<file path="config.mk">
export PLATFORM = sky130hd
export DESIGN_NAME = rx_status_gate
export DESIGN_NICKNAME = d
export VERILOG_FILES = /design/src/rtl/rx_stat_pkg.sv /design/src/rtl/rx_stat_store.sv /design/src/rtl/rx_read_arb.sv /design/src/rtl/rx_irq_flag.sv /design/src/rtl/rx_status_gate.sv
export SDC_FILE = /design/constraint.sdc
export NUM_CORES = 1
export LEC_CHECK = 0
export CAP_MARGIN = 20
export CORE_UTILIZATION = 55
export DETAILED_ROUTE_END_ITERATION = 6
export DONT_BUFFER_PORTS = 1
export GPL_TIMING_DRIVEN = 0
export PLACE_DENSITY = 0.69
export RECOVER_POWER = 25
export SLEW_MARGIN = 10
export SYNTH_ARGS = -nofsm -noshare
export SYNTH_HDL_FRONTEND = slang
export SYNTH_SLANG_ARGS = --single-unit
</file>
<file path="constraint.sdc">
create_clock -name clk -period 3.9 [get_ports clk]
set_input_delay 0.195 -clock clk [delete_from_list [all_inputs] [get_ports clk]]
set_output_delay 0.195 -clock clk [all_outputs]
set_load 0.01 [all_outputs]
</file>
<file path="src/rtl/rx_stat_pkg.sv">
package rx_stat_pkg;
  localparam int BYTE_W     = 8;
  localparam int STAT_BYTES = 4;
  localparam int STAT_W     = BYTE_W * STAT_BYTES;
  localparam int IDX_W      = $clog2(STAT_BYTES);
  localparam int IRQ_BIT    = 0;

  typedef logic [STAT_W-1:0] stat_t;
  typedef logic [BYTE_W-1:0] byte_t;

  typedef enum logic [1:0] {
    SEL_DATA = 2'b00,
    SEL_STAT = 2'b01,
    SEL_IRQ  = 2'b10,
    SEL_NONE = 2'b11
  } host_sel_e;

  // Byte at read position idx, least significant byte first
  function automatic byte_t stat_byte(input stat_t rec, input logic [IDX_W-1:0] idx);
    stat_t shifted;
    shifted = rec >> (int'(idx) * BYTE_W);
    return shifted[BYTE_W-1:0];
  endfunction

  // Is idx the last byte position of a record
  function automatic logic is_last_pos(input logic [IDX_W-1:0] idx);
    return idx == IDX_W'(STAT_BYTES - 1);
  endfunction

  // Interrupt register image
  function automatic byte_t irq_image(input logic irq);
    byte_t img;
    img = '0;
    img[IRQ_BIT] = irq;
    return img;
  endfunction
endpackage

</file>
<file path="src/rtl/rx_stat_store.sv">
module rx_stat_store
  import rx_stat_pkg::*;
(
  input  logic             clk,
  input  logic             rst_n,
  input  logic             cap_stb,
  input  stat_t            cap_rec,
  input  logic             consume,
  output logic             stat_valid,
  output logic             pend_valid,
  output logic [IDX_W-1:0] rd_idx,
  output byte_t            cur_byte,
  output logic             rec_done,
  output logic             load_evt
);
  stat_t cur_q;
  stat_t pend_q;
  logic  take;

  assign take     = consume && stat_valid;
  assign rec_done = take && is_last_pos(rd_idx);
  assign cur_byte = stat_byte(cur_q, rd_idx);

  // A record becomes current: fresh capture into an empty slot, or a refill at record end
  always_comb load_evt = (cap_stb && !stat_valid) || (rec_done && (pend_valid || cap_stb));

  always_ff @(posedge clk or negedge rst_n) begin
    if (!rst_n) begin
      cur_q      <= '0;
      pend_q     <= '0;
      stat_valid <= 1'b0;
      pend_valid <= 1'b0;
      rd_idx     <= '0;
    end else if (rec_done) begin
      rd_idx <= '0;
      if (pend_valid) begin
        cur_q      <= pend_q;
        pend_valid <= cap_stb;
        if (cap_stb) pend_q <= cap_rec;
      end else if (cap_stb) begin
        cur_q <= cap_rec;
      end else begin
        stat_valid <= 1'b0;
      end
    end else begin
      if (take) rd_idx <= rd_idx + 1'b1;
      if (cap_stb) begin
        if (!stat_valid) begin
          cur_q      <= cap_rec;
          stat_valid <= 1'b1;
        end else if (!pend_valid) begin
          pend_q     <= cap_rec;
          pend_valid <= 1'b1;
        end
      end
    end
  end
endmodule

</file>
<file path="src/rtl/rx_read_arb.sv">
module rx_read_arb
  import rx_stat_pkg::*;
(
  input  logic       clk,
  input  logic       rst_n,
  input  logic       host_rd,
  input  logic [1:0] host_sel,
  input  logic       inline_mode,
  input  logic       stat_valid,
  input  byte_t      cur_byte,
  input  logic       fifo_empty,
  input  byte_t      fifo_rdata,
  input  logic       irq,
  output logic       consume,
  output logic       fifo_rd,
  output logic       irq_read,
  output byte_t      rdata,
  output logic       dtv
);
  logic  dtv_n;
  byte_t data_n;

  always_comb begin
    consume  = 1'b0;
    fifo_rd  = 1'b0;
    irq_read = 1'b0;
    dtv_n    = 1'b0;
    data_n   = '0;
    if (host_rd) begin
      case (host_sel_e'(host_sel))
        SEL_DATA: begin
          if (stat_valid) begin
            if (inline_mode) begin
              consume = 1'b1;
              dtv_n   = 1'b1;
              data_n  = cur_byte;
            end
          end else if (!fifo_empty) begin
            fifo_rd = 1'b1;
            dtv_n   = 1'b1;
            data_n  = fifo_rdata;
          end
        end
        SEL_STAT: begin
          if (stat_valid) begin
            consume = 1'b1;
            dtv_n   = 1'b1;
            data_n  = cur_byte;
          end
        end
        SEL_IRQ: begin
          irq_read = 1'b1;
          dtv_n    = 1'b1;
          data_n   = irq_image(irq);
        end
        default: ;
      endcase
    end
  end

  always_ff @(posedge clk or negedge rst_n) begin
    if (!rst_n) begin
      dtv   <= 1'b0;
      rdata <= '0;
    end else begin
      dtv   <= dtv_n;
      rdata <= data_n;
    end
  end
endmodule

</file>
<file path="src/rtl/rx_irq_flag.sv">
module rx_irq_flag (
  input  logic clk,
  input  logic rst_n,
  input  logic set_evt,
  input  logic clr_evt,
  output logic irq
);
  // Set has priority over clear
  always_ff @(posedge clk or negedge rst_n) begin
    if (!rst_n)       irq <= 1'b0;
    else if (set_evt) irq <= 1'b1;
    else if (clr_evt) irq <= 1'b0;
  end
endmodule

</file>
<file path="src/rtl/rx_status_gate.sv">
module rx_status_gate
  import rx_stat_pkg::*;
(
  input  logic        clk,
  input  logic        rst_n,
  input  logic        inline_mode,
  input  logic        frame_end,
  input  logic [31:0] frame_stat,
  input  logic [7:0]  fifo_rdata,
  input  logic        fifo_empty,
  output logic        fifo_rd,
  input  logic        host_rd,
  input  logic [1:0]  host_sel,
  output logic [7:0]  host_rdata,
  output logic        host_dtv,
  output logic        rx_dreq,
  output logic        rx_irq
);
  logic             stat_valid;
  logic             pend_valid;
  logic [IDX_W-1:0] rd_idx;
  byte_t            cur_byte;
  logic             rec_done;
  logic             load_evt;
  logic             consume;
  logic             irq_read;

  assign rx_dreq = !fifo_empty;

  rx_stat_store u_store (
    .clk        (clk),
    .rst_n      (rst_n),
    .cap_stb    (frame_end),
    .cap_rec    (frame_stat),
    .consume    (consume),
    .stat_valid (stat_valid),
    .pend_valid (pend_valid),
    .rd_idx     (rd_idx),
    .cur_byte   (cur_byte),
    .rec_done   (rec_done),
    .load_evt   (load_evt)
  );

  rx_read_arb u_arb (
    .clk         (clk),
    .rst_n       (rst_n),
    .host_rd     (host_rd),
    .host_sel    (host_sel),
    .inline_mode (inline_mode),
    .stat_valid  (stat_valid),
    .cur_byte    (cur_byte),
    .fifo_empty  (fifo_empty),
    .fifo_rdata  (fifo_rdata),
    .irq         (rx_irq),
    .consume     (consume),
    .fifo_rd     (fifo_rd),
    .irq_read    (irq_read),
    .rdata       (host_rdata),
    .dtv         (host_dtv)
  );

  rx_irq_flag u_irq (
    .clk     (clk),
    .rst_n   (rst_n),
    .set_evt (load_evt),
    .clr_evt (irq_read),
    .irq     (rx_irq)
  );
endmodule

</file>
======== Word-level counts from Yosys, hierarchy flattened ========
Cells that the tools add are included.
word-level totals
  bits in registers ....................... 78
  bits of input ports ..................... 48
  logic and storage cells ................. 79
operators by class
  $add $sub $neg .......................... 1
  equal/unequal tests ..................... 9
  shift operators ......................... 1
  multiplexer cells ....................... 42
  reductions and logical operators ........ 18
operators by type and width
  operator                                       count
  2-to-1 mux 32 bit                              10
  2-to-1 mux 8 bit                               5
  >> shifter 32 x 5 -> 8 bit                     1
  case mux 8 bit (3 select lines)                1
  2-to-1 mux 1 bit                               22
  != test 2 bit, second input constant           5
  nonzero test 2 bit                             5
  AND reduction 3 bit                            2
  AND reduction 5 bit                            1
  == test 2 bit, second input constant           2
  logical AND 1 bit                              4
  2-to-1 mux 2 bit                               2
  case mux 1 bit (3 select lines)                1
  adder 2 x 1 -> 2 bit, second input constant    1
  == test 2 x 1 -> 1 bit, second input constant  1
  logical NOT 1 bit                              2
  logical NOT 2 bit                              1
  logical OR 1 bit                               2
  != test 2 x 1 -> 1 bit, second input constant  1
  case mux 1 bit (2 select lines)                1
  AND reduction 2 bit                            1

======== Longest topological paths before layout ========
Gate-level depths: netlist (run 1).
  word-level depth ........................ 9
  depth in mapped cells ................... 8
  depth with buffers taken out ............ 5

======== By module ========
From an unflattened synthesis (run 1), not the netlist that was laid out.
unflattened totals
  cells, all modules ...................... 258
  area total of the unflattened synthesis .. 3797.4 um^2
by module, submodules not included
  module          instances  cells each  area each (um^2)  sequential area each (um^2)
  rx_stat_store   1          206         3276.9            1701.6
  rx_read_arb     1          48          480.5             225.2
  rx_irq_flag     1          3           36.3              25.0
  rx_status_gate  1          1           3.8               0.0

======== Worst setup path after synthesis (run 1) ========
Ideal clock, no wire load.
  path kind ............................... flip-flop to flip-flop
  start point ............................. reg u_store.rd_idx[0]
  end point ............................... reg u_store.cur_q[10]
  library setup time ...................... 125 ps
  data arrival time ....................... 1868 ps
  data required time ...................... 3775 ps
  slack ................................... 1907 ps
  stages on the path, launching flop included .. 9
  path buffers ............................ 3
  cell sequence ........................... dfrtp_1 > ha_1 > and2_1 > clkbuf_1 > and4_4 > buf_6 > o21ai_4 > buf_4 > mux2_2
on the way
  longest elaborated chain between the ends .. 4
  elaborated cells between the ends (all ways) .. 6
  classes of those cells .................. 2 x eq/ne; 1 x mux; 3 x reduce/logical
ends and longest elaborated chain
  element                                                               RTL line             source
  from (decl)                                                           rx_stat_store.sv:11  output logic [IDX_W-1:0] rd_idx,
  from (signal assigned)                                                rx_stat_store.sv:46  if (take) rd_idx <= rd_idx + 1'b1;
  == test 2 bit *                                                       rx_stat_pkg.sv:27    return idx == IDX_W'(STAT_BYTES - 1);
  logical AND 1 bit *                                                   rx_stat_store.sv:21  assign rec_done = take && is_last_pos(rd_idx);
  != test 2 bit (no source line) or nonzero test 2 bit (tied branches)  --
  AND reduction 3 bit (no source line)                                  --
  to (signal assigned)                                                  rx_stat_store.sv:37  cur_q <= pend_q;
  to (signal assigned)                                                  rx_stat_store.sv:41  cur_q <= cap_rec;
  to (signal assigned)                                                  rx_stat_store.sv:49  cur_q <= cap_rec;
  to (decl)                                                             rx_stat_store.sv:16  stat_t cur_q;
Every way passes the cells marked *; elsewhere a longest branch is shown, timed or not.
A chain may end at the register's enable or synchronous reset.

======== Worst setup path after layout (run 1) ========
  start point ............................. reg u_store.rd_idx[0]
  end point ............................... reg u_store.cur_q[8]
The elaborated chain is that of the path after synthesis.

==> qor.yml, run 1 <==
max-slew-margin-rel: -0.289
gp_congestion: 0.847
cts_buffers: 9
finalCriticalPeriod_ns: 2.27
antenna_left: 0
drcViolationCount: 0
initial_core_util: 0.570
end_kind: "flip-flop"
synth_top_area_frac: 0.414
synth-edff-count: 0
insertion_delay_ns: 0.36
p_int_mw: 1.95
cts_tree: "done"
overflow: 0
grt_usage: 0.299
area_delta_synth_final_pct: 8.02
yosysSeqAreaShare: 0.414
fin_ws_ns: 1.63
synthFlopType: "dfrtp_1"
syn_avg_cell_area_um2: 11.4
die_h_um: 94.5
hold_start: "fifo_rdata[3]"
pwr-share-clk: 0.236
hold_slack_ns: 0.0178
regArea_mm2: 0.00195
dpl_worst_slack_ns: 1.67
rsz0062_at_grt: "no"
ys_seq_elements: 78
sw_frac_of_total: 0.330
fillers: 666
min_path_type: "primary input to flip-flop"
diodes: 0
synth_warnings: 0
failed_checks: "capacitance limit, slew limit"
tightest_slew_ns: 1.93
syn_nets: 461
post-dp-hpwl_um: 8480
htree_levels: 3
status: "complete, but fails checks"
slew_viol_final: 79
totalWireLength_um: 12700
netlist_area_mm2: 0.00471
tns_ns: 0
p_comb_frac: 0.325
pwr-share-seq: 0.439
syn-instance-count: 412
via_per_inst: 7.08
synth_cell_type_count: 41
setup_viol: 0
die_area_mm2: 0.00894
grt_pass1_wl_um: 20100
crit_type: "flip-flop to flip-flop"
ir_drop_uv: 267
cts.path.max_buffers: 2
cts_root_buf: "clkbuf_8"
ios: 60
p_total_mw: 2.91
finalNonFillerCells: 536
drive_gt1_frac: 0.306
synth_top_area_cell: "dfrtp_1"
start_kind: "flip-flop"
p_leak_nw: 2.02
clkTransAtPathRegs_ns: 0.09
multi_input_area_mm2: 0.00251
final_nets: 475
drtIter0Drc: 342
maxCapViolations: 1
grt_max_degree: 79
cts_num_sinks: 78
final-hold-violation-count: 0
power_density_mw_per_mm2: 572
dp_cells: 517
cp_max_fo: 10
p_sw_mw: 0.961
grt_pass1_vias: 3773
port_buffers: 0
synthTopCellsByArea: "dfrtp_1 41%, mux2_2 8.6%, mux2_4 8.6%"
die_w_um: 94.5
fin_crit_sh: 0.582
async_reset_ff_frac: 1.00
worstPathRequired_ns: 4.14
yosysMostFrequentCell: "dfrtp_1"
route.detailed.wl_per_inst_um: 23.7
finalClockSkew_ns: 0.0109
antenna_found_initial: 0
worst-r2r-cell-count: 8
dr_total_vias: 3793
reg2reg_from: "u_store.rd_idx[0]$_DFFE_PN0P_"
min_to: "u_arb.rdata[3]$_DFF_PN0_"
crit_arrival_ns: 2.51
holdPathStages: 2
r2r-end: "u_store.cur_q[8]$_DFFE_PN0P_"
rrSetupSlack_ns: 1.63
yosys-top-cells-count: "78 x dfrtp_1, 38 x clkbuf_1, 36 x mux2_2"
dr.pass1.iters: 5
row_count: 33
fmax_mhz: 440
core_area_mm2: 0.00826
power by group through the flow:
stage / Clock (mW) / Combinational (mW) / Sequential, mW
3_3_place_gp: 0 / 0.897 / 1.28
2_1_floorplan: 0 / 0.766 / 1.19
3_5_place_dp: 0 / 0.919 / 1.29
5_1_grt: 0.728 / 1.03 / 1.30
4_1_cts: 0.692 / 0.947 / 1.27
6_report: 0.686 / 0.946 / 1.28
flip-flops by register name, summed over array words and instances, names as in the netlist:
register            count
u_arb.rdata             8
u_store.cur_q          32
u_store.pend_q         32
u_store.pend_valid      1
u_irq.irq               1
u_arb.dtv               1
u_store.rd_idx          2
u_store.stat_valid      1
critical path: stages (launching register included):
cell,delay [ns]
dfrtp_1,0.39
ha_1,0.25
and2_1,0.17
clkbuf_1,0.16
and4_4,0.22
buf_6,0.14
o21ai_4,0.23
buf_4,0.24
mux2_2,0.35
cells in the final DEF (no fill, tap or decap), types with 8 or more instances in the layout:
master,n
dfrtp_1,78
clkbuf_1,38
mux2_2,36
o21ai_0,32
nor4_1,31
o22a_1,30
a31oi_1,30
o221a_2,30
mux2_4,27
nor2_1,13
clkbuf_8,9
nand2_1,8
mux4_2,8
worst max-delay path by stage:
stage / from / end / cells after the start
floorplan: u_store.rd_idx[0]$_DFFE_PN0P_ / u_store.cur_q[10]$_DFFE_PN0P_ / 8
global route: rst_n / u_store.pend_q[19]$_DFFE_PN0P_ / 2
finish: u_store.rd_idx[0]$_DFFE_PN0P_ / u_store.cur_q[8]$_DFFE_PN0P_ / 8
CTS: u_store.rd_idx[0]$_DFFE_PN0P_ / u_store.cur_q[8]$_DFFE_PN0P_ / 8
detailed placement: u_store.rd_idx[1]$_DFFE_PN0P_ / u_store.cur_q[29]$_DFFE_PN0P_ / 8
global placement: u_store.rd_idx[0]$_DFFE_PN0P_ / u_store.cur_q[27]$_DFFE_PN0P_ / 8
area by class of cell:
type / count / area share
Buffer: 49 / 0.0450
Clock buffer: 9 / 0.0243
Clock inverter: 7 / 0.0192
Inverter: 4 / 0.00295
Multi-Input combinational cell: 281 / 0.494
Sequential cell: 78 / 0.384
Tap cell: 105 / 0.0258
Timing Repair Buffer: 3 / 0.00492
cell families (layout without fill, tap and decap cells):
| kind of cell | count (synthesis) | count (layout) | share of synthesized area |
|---|---|---|---|
| AO/OA/AOI/OAI | 140 | 140 | 0.235 |
| AND/OR/NAND/NOR | 66 | 66 | 0.0786 |
| buffers and inverters | 53 | 72 | 0.0518 |
| flip-flops | 78 | 78 | 0.414 |
| adder cells (fa/ha/maj) | 1 | 1 | 0.00266 |
| multiplexers | 74 | 74 | 0.217 |
per-stage QoR:
stage / cell area [um^2] / utilization
floorplan: 4710 / -
global placement: 4840 / 0.586
detailed placement: 4840 / 0.586
CTS: 5110 / 0.619
global route: 5090 / 0.616
finish: 5090 / 0.616
timing repair:
item,in CTS,in global routing
hold endpoints to repair,79,0
hold buffers,3,0
resized for setup,0,0
buffers inserted,0,0
metal layers:
metal / wire length (um) / GRT usage / part of all wire / vias to the layer above
met4: 222 / 0.116 / 0.018 / 0
met1: 5490 / 0.414 / 0.43 / 1914
li1: - / - / - / 1676
met2: 6000 / 0.468 / 0.47 / 189
met3: 976 / 0.0523 / 0.077 / 14
met5: 0 / 0 / 0 / -
Note: power is estimated with default switching activity, not from simulation.
==> run 2: changes to the inputs <==
clock period = 2.23 ns   (was 3.9 ns; I/O delays follow)
==> qor.yml, run 2 (synthesis results as in run 1) <==
totalWireLength_um: 13000
die_h_um: 94.5
grtUsageMet3: 0.0499
p_leak_nw: 2.09
busiest_layer: "met2"
cts_buffers: 9
ios: 60
insertion_delay_ns: 0.36
core_area_mm2: 0.00826
cpMostUsedCell: "buf_6"
grt_pass1_vias: 3862
final-hold-violation-count: 0
cts.path.max_buffers: 2
status: "complete, no violations"
grt_max_degree: 79
min_to: "u_store.cur_q[29]$_DFFE_PN0P_"
worst-r2r-cell-count: 7
ir_drop_uv: 483
setup_viol: 0
dr_total_vias: 3851
die_w_um: 94.5
post-dp-hpwl_um: 8480
antenna_found_initial: 0
grt_pass1_wl_um: 20400
drcViolationCount: 0
htree_levels: 3
max_stage_delay_ns: 0.39
dpl_cell_area_mm2: 0.00484
cts_tree: "done"
grt_usage: 0.303
area_delta_synth_final_pct: 11.3
gp_congestion: 0.847
tightest_slew_ns: 1.08
grtUsageMet1: 0.415
met2_usage: 0.478
diodes: 0
cpMaxStageDelayCell: "dfrtp_1"
worstPathRequired_ns: 2.46
die_area_mm2: 0.00894
max-slew-margin-rel: 0.281
fin_area_mm2: 0.00524
finalCriticalPeriod_ns: 2.16
rsz0062_at_grt: "no"
cp_max_fo: 10
power_density_mw_per_mm2: 981
via_per_inst: 7.01
start_kind: "flip-flop"
layout_commonest_cell: "dfrtp_1"
mostFrequentLayoutCells: "78 x dfrtp_1, 36 x mux2_2, 33 x clkbuf_1"
cts_root_buf: "clkbuf_8"
dr.pass1.iters: 5
slew_viol_final: 0
maxCapViolations: 0
fillers: 652
worstPathCellList: "ha_2 -> and2_2 -> and4_4 -> buf_6 -> o21ai_4 -> buf_6 -> mux2_2"
holdPathStages: 2
row_count: 33
final_nets: 488
initial_core_util: 0.570
finalClockSkew_ns: 0.0126
cts_num_sinks: 78
fin_crit_sh: 0.968
route.detailed.wl_per_inst_um: 23.6
min_path_type: "primary input to flip-flop"
antenna_left: 0
port_buffers: 0
drive_gt1_frac: 0.315
reg2reg_from: "u_store.rd_idx[0]$_DFFE_PN0P_"
hold_start: "frame_stat[29]"
crit_type: "flip-flop to flip-flop"
drtIter0Drc: 271
crit_arrival_ns: 2.39
tns_ns: 0
reg_top3: "u_store.cur_q (32), u_store.pend_q (32), u_arb.rdata (8)"
overflow: 0
final_util: 0.635
fmax_mhz: 463
clkTransAtPathRegs_ns: 0.09
end_kind: "flip-flop"
rrSetupSlack_ns: 0.07
r2r-end: "u_store.cur_q[21]$_DFFE_PN0P_"
-- run 2: cell count changes in the layout (fill, tap and decap cells not counted), moves of 2 or more --
| cell | change |
|---|---|
| clkbuf_1 | -5 |
| clkbuf_2 | +2 |
| dlygate4sd3_1 | +11 |
| buf_6 | +2 |
-- run 2: metal layers --
metal,part of all wire,wire length [um]
met2,0.47,6110
met5,0,0
met3,0.076,991
met1,0.43,5540
met4,0.025,328
-- run 2: critical path: cells and delay by family (launching register included) --
| kind | cells | cell delay [ns] |
|---|---|---|
| adder cells (fa/ha/maj) | 1 | 0.21 |
| multiplexers | 1 | 0.34 |
| flip-flops | 1 | 0.39 |
| buffers and inverters | 2 | 0.34 |
| AO/OA/AOI/OAI | 1 | 0.30 |
| AND/OR/NAND/NOR | 2 | 0.44 |
-- run 2: how the worst max path moves through the flow --
stage	start	endpoint	slack, ns	cells after the start
after global placement	u_store.rd_idx[0]$_DFFE_PN0P_	u_store.cur_q[27]$_DFFE_PN0P_	0.03	8
after detailed placement	u_store.rd_idx[1]$_DFFE_PN0P_	u_store.cur_q[29]$_DFFE_PN0P_	0.004	8
after floorplan	u_store.rd_idx[0]$_DFFE_PN0P_	u_store.cur_q[10]$_DFFE_PN0P_	0.24	8
final	u_store.rd_idx[0]$_DFFE_PN0P_	u_store.cur_q[21]$_DFFE_PN0P_	0.07	7
after CTS	u_store.rd_idx[0]$_DFFE_PN0P_	u_store.cur_q[8]$_DFFE_PN0P_	0.07	7
after global routing	u_store.rd_idx[0]$_DFFE_PN0P_	u_store.cur_q[21]$_DFFE_PN0P_	0.008	7
-- run 2: repair_timing --
action,4_1_cts,5_1_grt
pin swaps,0,1
hold buffers,14,0
setup endpoints to repair,20,56
gates cloned,0,1
hold endpoints to repair,90,0
gates resized for setup,0,14
setup buffers,0,2
-- run 2: layout make-up --
cell class	instances	area [um^2]	area share
timing repair buffer	17	160	0.0305
sequential	78	1950	0.372
buffer	48	244	0.0465
clock buffer	9	124	0.0236
multi-input combinational	281	2520	0.480
clock inverter	7	97.6	0.0186
inverter	4	15.0	0.00286
tap	105	131	0.0251
-- run 2: power by group --
| part | leakage [nW] | internal [mW] | switching [mW] |
|---|---|---|---|
| clock network | 0.106 | 0.634 | 0.572 |
| logic | 0.991 | 0.937 | 0.760 |
| registers | 0.998 | 1.86 | 0.377 |
| total | 2.09 | 3.43 | 1.71 |
-- run 2: metrics by stage --
stage / setup slack (ns) / hold WS (ns) / instances / power [mW]
6_report: 0.0720 / 0.0196 / 549 / 5.14
4_1_cts: 0.0688 / 0.00759 / 546 / 5.10
2_1_floorplan: 0.237 / -0.184 / 412 / 3.42
5_1_grt: 0.00775 / 0.0101 / 549 / 5.39
3_5_place_dp: 0.00447 / -0.182 / 517 / 3.86
3_3_place_gp: 0.0324 / -0.183 / 517 / 3.80
==> run 3: changes to the inputs <==
clock period = 2.1 ns   (was 2.23 ns; I/O delays follow)
==> qor.yml, run 3 (synthesis results as in run 1) <==
dr.pass1.iters: 5
met1_length_um: 5590
p_comb_frac: 0.330
htree_levels: 3
antenna_left: 0
end_kind: "flip-flop"
crit_arrival_ns: 2.30
regArea_mm2: 0.00195
fin_area_mm2: 0.00524
cts_root_buf: "clkbuf_8"
multi_input_area_mm2: 0.00252
die_w_um: 94.5
reg2reg_from: "u_store.stat_valid$_DFFE_PN0P_"
dr_total_vias: 3899
slew_viol_final: 0
cts_tree: "done"
power_density_mw_per_mm2: 1040
overflow: 0
final_nets: 487
row_count: 33
finalCriticalPeriod_ns: 2.06
drcViolationCount: 0
wl_met3_um: 923
setup_viol: 0
crit_path_start: "u_store.stat_valid$_DFFE_PN0P_"
p_leak_nw: 2.10
cts_buffers: 9
grt_usage: 0.303
via_per_inst: 7.11
core_area_mm2: 0.00826
finalClockSkew_ns: 0.0132
maxCapViolations: 0
mostFrequentLayoutCells: "78 x dfrtp_1, 36 x mux2_2, 32 x clkbuf_1, 32 x o21ai_0, 31 x nor4_1"
r2r-end: "u_store.cur_q[8]$_DFFE_PN0P_"
initial_core_util: 0.570
rsz0062_at_grt: "yes"
fillers: 650
ir_drop_uv: 501
gp_congestion: 0.847
hold_slack_ns: 0.0141
grt_max_degree: 79
p_sw_mw: 1.81
min_path_type: "primary input to flip-flop"
totalWireLength_um: 12900
max-slew-margin-rel: 0.284
highest_layer: "met4"
drive_gt1_frac: 0.318
crit_type: "flip-flop to flip-flop"
final_util: 0.634
cp_max_fo: 10
pwr-share-seq: 0.436
sw_frac_of_total: 0.331
post-dp-hpwl_um: 8480
fmax_mhz: 486
grt_pass1_vias: 3884
crit_end: "u_store.cur_q[8]$_DFFE_PN0P_"
insertion_delay_ns: 0.36
area_delta_synth_final_pct: 11.2
port_buffers: 0
status: "complete, no violations"
route.detailed.wl_per_inst_um: 23.6
worst-r2r-cell-count: 6
dpl_cell_area_mm2: 0.00484
cts.path.max_buffers: 2
antenna_found_initial: 0
ios: 60
diodes: 0
start_kind: "flip-flop"
pwr-share-clk: 0.234
clkTransAtPathRegs_ns: 0.08
drtIter0Drc: 269
tightest_slew_ns: 1.07
final-hold-violation-count: 0
p_int_mw: 3.65
cts_num_sinks: 78
layout_commonest_cell: "dfrtp_1"
rrSetupSlack_ns: 0.04
fin_crit_sh: 0.979
reg_top3: "u_store.cur_q (32), u_store.pend_q (32), u_arb.rdata (8)"
route.met2.wl_um: 6120
grt_pass1_wl_um: 20300
worstPathRequired_ns: 2.34
die_h_um: 94.5
die_area_mm2: 0.00894
-- run 3: area by class of cell --
type / instances / share of cell area
buffer: 48 / 0.0471
clock buffer: 9 / 0.0236
clock inverter: 7 / 0.0186
inverter: 4 / 0.00287
multi-input combinational: 281 / 0.481
sequential: 78 / 0.373
tap: 105 / 0.0251
timing repair buffer: 16 / 0.0291
-- run 3: worst min-delay path by stage --
stage                         startpoint                             to  slack [ns]  depth (start not counted)
after floorplan                    rst_n            u_arb.dtv$_DFF_PN0_       -0.19                          0
after global placement             rst_n          u_irq.irq$_DFFE_PN0P_       -0.19                          0
after detailed placement           rst_n       u_arb.rdata[6]$_DFF_PN0_       -0.19                          0
after CTS                    host_sel[0]            u_arb.dtv$_DFF_PN0_       0.001                          3
after global routing      frame_stat[25]  u_store.cur_q[25]$_DFFE_PN0P_       0.004                          2
final                     frame_stat[29]  u_store.cur_q[29]$_DFFE_PN0P_        0.01                          2
-- run 3: power by group through the flow --
| stage | registers, mW | logic, mW | clock network [mW] |
|---|---|---|---|
| after floorplan | 2.21 | 1.42 | 0 |
| after global placement | 2.37 | 1.67 | 0 |
| after detailed placement | 2.39 | 1.71 | 0 |
| after CTS | 2.36 | 1.79 | 1.28 |
| after global routing | 2.42 | 1.96 | 1.35 |
| final | 2.38 | 1.80 | 1.28 |
-- run 3: metal layers --
layer,GRT usage,up-vias
met3,0.0459,23
met2,0.475,182
li1,-,1702
met5,0,-
met1,0.415,1992
met4,0.136,0
-- run 3: repair_timing --
item | in CTS | in global routing
endpoints found under the setup margin | 48 | 44
endpoints found under the hold margin | 90 | 0
pin swaps | 1 | 0
buffers inserted | 2 | 0
hold buffers | 14 | 0
gates resized for setup | 8 | 7
-- run 3: metrics by stage --
stage	setup TNS (ns)	setup WS [ns]	instances	total power, mW
CTS	0	0.00295	548	5.43
finish	0	0.0432	548	5.46
global placement	-2.39	-0.0976	517	4.04
floorplan	0	0.107	412	3.64
global route	-0.0973	-0.0157	548	5.73
detailed placement	-3.19	-0.126	517	4.10
-- run 3: critical path: stages (launching register included) --
cell and delay [ns]:
dfrtp_1 0.49, and2b_1 0.27, and4_4 0.25, buf_6 0.16, buf_6 0.19, mux2_4 0.32
mux2_2 0.26
